[src/rtl/ocu_pkg.sv]
// Package: shared mode encoding and a helper for the compare channel.
// Assumes a 3-bit mode field; encodings outside the named ones mean off.
package ocu_pkg;

    typedef enum logic [2:0] {
        OCM_OFF    = 3'b000,
        OCM_TOGGLE = 3'b001,
        OCM_SINGLE = 3'b010,
        OCM_CONT   = 3'b011
    } ocm_e;

    // True when the mode field selects a working compare mode.
    function automatic logic mode_on(input logic [2:0] m);
        return (m == OCM_TOGGLE) || (m == OCM_SINGLE) || (m == OCM_CONT);
    endfunction

endpackage

[src/rtl/ocu_srcsel.sv]
// Event source selector: picks one event line by a 1-based index.
// Assumes index 0 and indices above NSRC mean "no source".
module ocu_srcsel #(
    parameter int NSRC = 4,
    parameter int SELW = 5
) (
    input  logic [SELW-1:0] sel,
    input  logic [NSRC-1:0] evt,
    output logic            hit
);
    logic [NSRC-1:0] pick;

    // One decoder lane per event line.
    for (genvar i = 0; i < NSRC; i++) begin : g_lane
        assign pick[i] = (sel == SELW'(i + 1)) && evt[i];
    end

    // Any selected lane produces the event.
    always_comb hit = |pick;
endmodule

[src/rtl/ocu_timebase.sv]
// Timer and trigger logic: counts on tick, wraps at period, clears on
// a sync event, and holds at zero until armed in triggered operation.
// Assumes period is not lowered below the running count.
module ocu_timebase #(
    parameter int W = 16
) (
    input  logic         clk,
    input  logic         rst_n,
    input  logic         enable,
    input  logic         tick,
    input  logic         trig_mode,
    input  logic         auto_clr,
    input  logic         evt,
    input  logic         sw_trig,
    input  logic [W-1:0] period,
    output logic [W-1:0] cnt,
    output logic         armed,
    output logic         adv
);
    logic run;
    logic wrap;
    logic fire;

    // Running condition, advance qualifier and rollover detect.
    always_comb begin
        run  = trig_mode ? armed : 1'b1;
        adv  = enable && tick && run;
        wrap = adv && (cnt == period);
        fire = evt || sw_trig;
    end

    // Timer register update.
    always_ff @(posedge clk) begin
        if (!rst_n || !enable) begin
            cnt <= '0;
        end else if (!trig_mode && evt) begin
            cnt <= '0;
        end else if (trig_mode && !armed) begin
            cnt <= '0;
        end else if (adv) begin
            cnt <= wrap ? '0 : cnt + W'(1);
        end
    end

    // Trigger status: set on trigger, optionally cleared at rollover.
    always_ff @(posedge clk) begin
        if (!rst_n || !enable || !trig_mode) begin
            armed <= 1'b0;
        end else if (fire) begin
            armed <= 1'b1;
        end else if (wrap && auto_clr) begin
            armed <= 1'b0;
        end
    end
endmodule

[src/rtl/ocu_match.sv]
// Dual comparator: flags A and B equality on advancing cycles only.
// Assumes adv already folds in channel enable and run state.
module ocu_match #(
    parameter int W = 16
) (
    input  logic [W-1:0] cnt,
    input  logic [W-1:0] cmp_a,
    input  logic [W-1:0] cmp_b,
    input  logic         adv,
    output logic         hit_a,
    output logic         hit_b
);
    logic [1:0]   eq;
    logic [W-1:0] ref_v [2];

    assign ref_v[0] = cmp_a;
    assign ref_v[1] = cmp_b;

    // One comparator per compare value.
    for (genvar k = 0; k < 2; k++) begin : g_cmp
        assign eq[k] = adv && (cnt == ref_v[k]);
    end

    // Name the comparator results.
    always_comb begin
        hit_a = eq[0];
        hit_b = eq[1];
    end
endmodule

[src/rtl/ocu_wave.sv]
// Waveform generator: turns match flags into pin behaviour per mode and
// raises a one-cycle interrupt per match cycle.
// Assumes hit flags are zero when the channel is off.
module ocu_wave
    import ocu_pkg::*;
(
    input  logic       clk,
    input  logic       rst_n,
    input  logic [2:0] mode,
    input  logic       hit_a,
    input  logic       hit_b,
    output logic       pin,
    output logic       irq
);
    logic enable;
    logic spent;
    logic pin_nx;
    logic spent_nx;

    // Next pin and single-pulse latch per mode.
    always_comb begin
        enable   = mode_on(mode);
        pin_nx   = pin;
        spent_nx = spent;
        case (mode)
            OCM_TOGGLE: if (hit_a) pin_nx = !pin;
            OCM_CONT: begin
                if (hit_b)      pin_nx = 1'b0;
                else if (hit_a) pin_nx = 1'b1;
            end
            OCM_SINGLE: begin
                if (spent) begin
                    pin_nx = 1'b0;
                end else if (hit_b) begin
                    pin_nx = 1'b0;
                    if (pin) spent_nx = 1'b1;
                end else if (hit_a) begin
                    pin_nx = 1'b1;
                end
            end
            default: pin_nx = 1'b0;
        endcase
    end

    // Pin, latch and interrupt registers.
    always_ff @(posedge clk) begin
        if (!rst_n || !enable) begin
            pin   <= 1'b0;
            spent <= 1'b0;
            irq   <= 1'b0;
        end else begin
            pin   <= pin_nx;
            spent <= spent_nx;
            irq   <= hit_a || hit_b;
        end
    end
endmodule

[src/rtl/ocu_top.sv]
// Output compare channel top: source select, timer, comparators and
// waveform stage. Assumes all inputs synchronous to clk.
module ocu_top
    import ocu_pkg::*;
#(
    parameter int W    = 16,
    parameter int NSRC = 4,
    parameter int SELW = 5
) (
    input  logic            clk,
    input  logic            rst_n,
    input  logic            tick_en,
    input  logic [2:0]      mode,
    input  logic            trig_mode,
    input  logic            auto_clr,
    input  logic [SELW-1:0] src_sel,
    input  logic [NSRC-1:0] evt_in,
    input  logic            sw_trig,
    input  logic [W-1:0]    cmp_a,
    input  logic [W-1:0]    cmp_b,
    input  logic [W-1:0]    period,
    output logic            oc_out,
    output logic            match_irq,
    output logic            trig_stat,
    output logic [W-1:0]    tmr_val
);
    logic chan_on;
    logic evt_hit;
    logic adv;
    logic hit_a;
    logic hit_b;

    // Channel enable from the mode field.
    always_comb chan_on = mode_on(mode);

    ocu_srcsel #(.NSRC(NSRC), .SELW(SELW)) u_sel (
        .sel (src_sel),
        .evt (evt_in),
        .hit (evt_hit)
    );

    ocu_timebase #(.W(W)) u_tb (
        .clk       (clk),
        .rst_n     (rst_n),
        .enable    (chan_on),
        .tick      (tick_en),
        .trig_mode (trig_mode),
        .auto_clr  (auto_clr),
        .evt       (evt_hit),
        .sw_trig   (sw_trig),
        .period    (period),
        .cnt       (tmr_val),
        .armed     (trig_stat),
        .adv       (adv)
    );

    ocu_match #(.W(W)) u_cmp (
        .cnt   (tmr_val),
        .cmp_a (cmp_a),
        .cmp_b (cmp_b),
        .adv   (adv),
        .hit_a (hit_a),
        .hit_b (hit_b)
    );

    ocu_wave u_wav (
        .clk   (clk),
        .rst_n (rst_n),
        .mode  (mode),
        .hit_a (hit_a),
        .hit_b (hit_b),
        .pin   (oc_out),
        .irq   (match_irq)
    );
endmodule

[config.mk]
export PLATFORM = sky130hd
export DESIGN_NAME = ocu_top
export DESIGN_NICKNAME = d
export VERILOG_FILES = /design/src/rtl/ocu_pkg.sv /design/src/rtl/ocu_srcsel.sv /design/src/rtl/ocu_timebase.sv /design/src/rtl/ocu_match.sv /design/src/rtl/ocu_wave.sv /design/src/rtl/ocu_top.sv
export SDC_FILE = /design/constraint.sdc
export NUM_CORES = 1
export LEC_CHECK = 0
export ABC_AREA = 1
export BUFFER_PORTS_ARGS = -buffer_cell sky130_fd_sc_hd__buf_4
export CAP_MARGIN = 15
export CORE_ASPECT_RATIO = 0.75
export CORE_MARGIN = 8
export CORE_UTILIZATION = 45
export CTS_BUF_LIST = sky130_fd_sc_hd__clkbuf_4 sky130_fd_sc_hd__clkbuf_8
export DETAILED_ROUTE_END_ITERATION = 12
export PLACE_DENSITY_LB_ADDON = 0.25
export SLEW_MARGIN = 40
export SYNTH_ARGS = -nofsm -noshare
export SYNTH_HDL_FRONTEND = slang
export SYNTH_HIERARCHICAL = 1
export SYNTH_SLANG_ARGS = --single-unit
[constraint.sdc]
create_clock -name clk -period 3.25 [get_ports clk]
set_clock_uncertainty 0.2 [all_clocks]
set_input_delay 0.8125 -clock clk [delete_from_list [all_inputs] [get_ports clk]]
set_output_delay 0.8125 -clock clk [all_outputs]
set_load 0.05 [all_outputs]
==> reports/qor.txt <==
Arr. time, crit path = 2.37 ns
Top post-synthesis cells by area = nand2_1 24%, dfxtp_1 21%, inv_1 11%
Mean area per synthesized cell = 5.49 um^2
Number of synthesized flops with an enable pin = 0
Count of buffers from port buffering = 84
Vias/cell = 4.73
Post-CTS Setup Inserts = 0
CP max-delay cell = a21oi_4
Layout cells sized above 1 = 27.9%
Met1 Use GR = 20.8%
Cells after DPL = 489
GRT Max-Usage Layer = met2
Mapped Area = 1920 um^2
Residual DRC count = 0
Post-route ant nets = 0
Post-Place Cell Area = 2620 um^2
Core area = 4080 um^2
Ys flop type = dfxtp_1
Synth Area in Simple Gates = 48.8%
Mux share of post-synthesis cell area = 0%
Largest stage delay on the critical path = 0.22 ns
Worst Path Buf+Inv = 3
Die Area = 6640 um^2
Worst hold path class = reg -> reg
Critical path class = in -> reg
CP cell instances = buf_4, nor2_1, nand2_2, a21oi_4, nand2_1, nor2_1, nand2_1, nor2_1, nand2_1, nor2_2, inv_1, nand2_1, nand2_1, nor2_2, nand2_1, inv_1
Rows = 20
Slew HR = 74.3%
RSZ-0062 raised after global routing = no
Vias in the first global route = 2231
Cell mode on critical path = nand2_1
WHS = 0.248 ns
Critical path startpoint category = primary input
Filler Cells Inserted = 413
Period minus WS final = 2.35 ns
Slew Limit Fails = 0
Total GRT Usage = 18.1%
Async SR Flop Fraction = 0%
Worst Setup Slack, final = 0.895 ns
WHS Path Cells = 2
Period utilization = 72.5%
Clk Tree Root Cell = clkbuf_8
Initial core utilization = 47.1%
Post-synthesis compound-gate area fraction = 5.80%
Global route total overflow = 0
Clk slew on worst S/H paths = 0.08 ns
Pre-CTS WS = 0.628 ns
Worst VDD drop = 143 uV
Cell variety after synth = 24
Fmax = 425 MHz
Yosys reg bits = 20
Most frequent cell after synthesis = nand2_1
Post-synth top area share = 23.6%
Commonest cells post-synth = 121 x nand2_1, 57 x inv_1, 54 x nor2_1
Vias = 2334
CTS Buf Count = 3
Largest family of logic cells by synthesized area = simple AND/OR/NAND/NOR gates
Critical Path Sink Type = flip-flop
Net count after synthesis = 417
Met3 GRT Util = 5.86%
Largest net degree at the start of global routing = 16
Synth Warn # = 6
Post-CTS resize count = 0
CP max FO = 7
N_diodes = 0
Final GP Congestion = 0.866
Clock Path Buffers = 2
Setup TNS = 0 ns
PwrDens = 239 nW/um^2
Seq/Total Area, Yosys = 20.8%
Crit path max-delay family = simple AND/OR/NAND/NOR gates
HPWL after DPL = 5110 um
H-tree depth = 1
Initial antenna violation count = 0
P&R area growth vs syn = 39.9%
Post-CTS Hold Buffers = 0
I/O pin total = 85
Worst Path Required = 3.27 ns
Iteration-0 DRC Markers = 109
Die Ht = 72.6 um
Die X-Extent = 91.4 um
Mapped Cells = 350
MaxCap Viol Count = 0
Area leader, netlist = nand2_1
Reg2Reg Depth = 9
Number of clock sinks = 20
Final Hold Fails = 0
Status = completed
Adder-Cell Fraction of Synth Area = 0.651%
Slew @ Worst Pin = 0.385 ns
Clk_lat worst skew = 0.26 ns
Fin cells = 493
Nets = 506
First-pass GRT wire length = 9830 um
Finished Cell Area = 2690 um^2
DR WL/cell = 12.3 um
Critical Path Stages = 16
# setup viols final = 0
TritonCTS clock tree = yes
Leakage = 1.37 nW
Met2 usage = 31.6%
Drt pass-1 iters = 5
Post-synthesis xor/xnor area fraction = 10.0%
Routed Wire Length = 6080 um
-- state kept, by name (all words and copies together) (netlist names) --
| signal | flops |
|---|---|
| u_wav/spent | 1 |
| u_tb/cnt | 16 |
| u_wav/pin | 1 |
| u_wav/irq | 1 |
| u_tb/armed | 1 |
-- path summary, 6_finish.rpt --
path	start	to	slack (ns)
max	mode[2]	u_wav/pin$_SDFFE_PP0P_	0.90
min	u_wav/spent$_SDFFE_PP0P_	u_wav/spent$_SDFFE_PP0P_	0.25
max reg2reg	u_tb/cnt[2]$_SDFFE_PP0P_	u_tb/cnt[0]$_SDFFE_PP0P_	1.33
min reg2reg	u_wav/spent$_SDFFE_PP0P_	u_wav/spent$_SDFFE_PP0P_	0.25
-- logic make-up after synthesis --
| kind of cell | after synthesis |
|---|---|
| AO/OA/AOI/OAI | 18 |
| adder cells (fa/ha/maj) | 1 |
| flip-flops | 20 |
| AND/OR/NAND/NOR | 220 |
| XOR/XNOR | 22 |
| buffers and inverters | 69 |
-- stage by stage --
| step | util (%) | power, W |
|---|---|---|
| after floorplan | - | 0.000309 |
| after global placement | 64.1 | 0.000387 |
| after detailed placement | 64.1 | 0.000390 |
| after CTS | 65.9 | 0.000643 |
| after global routing | 65.9 | 0.000672 |
| final | 65.9 | 0.000641 |
-- worst min-delay path: stages, from the launching register on --
cell and delay, ns:
dfxtp_1 0.31, inv_1 0.04, a21oi_1 0.05
-- layout make-up --
| class | count | area [um^2] | share of cell area (%) |
|---|---|---|---|
| clock inverter | 1 | 30.0 | 1.12 |
| timing repair buffer | 85 | 638 | 23.7 |
| clock buffer | 3 | 41.3 | 1.54 |
| inverter | 68 | 255 | 9.50 |
| tap | 55 | 68.8 | 2.56 |
| multi-input combinational | 261 | 1250 | 46.6 |
| sequential | 20 | 400 | 14.9 |
-- power breakdown --
group | switching, W | internal, W | total, W | leakage [nW]
Sequential | 0.000000523 | 0.000245 | 0.000246 | 0.161
Combinational | 0.0000632 | 0.0000765 | 0.000140 | 1.17
Clock | 0.0000912 | 0.000165 | 0.000256 | 0.0357
Total | 0.000155 | 0.000486 | 0.000641 | 1.37
-- metal layers --
metal / vias up / wire [um] / part of all wire (%)
met3: 8 / 529 / 8.7
met4: 0 / 62 / 1.0
li1: 1217 / - / -
met2: 96 / 2840 / 47
met5: - / 0 / 0
met1: 1013 / 2650 / 44
-- layout by cell type (no fill, tap or decap), drive strengths merged --
cell / netlist / layout
xnor2: 2 / 2
nand2: 127 / 127
clkbuf: 0 / 3
bufinv: 0 / 1
dfxtp: 20 / 20
buf: 1 / 85
o21ai: 5 / 5
nor3: 7 / 7
a21oi: 8 / 8
nor3b: 1 / 1
nand4: 2 / 2
ha: 1 / 1
nor2: 66 / 66
xor2: 20 / 20
o22ai: 5 / 5
nand3: 17 / 17
inv: 68 / 68
Note: power is estimated with default switching activity, not from simulation.
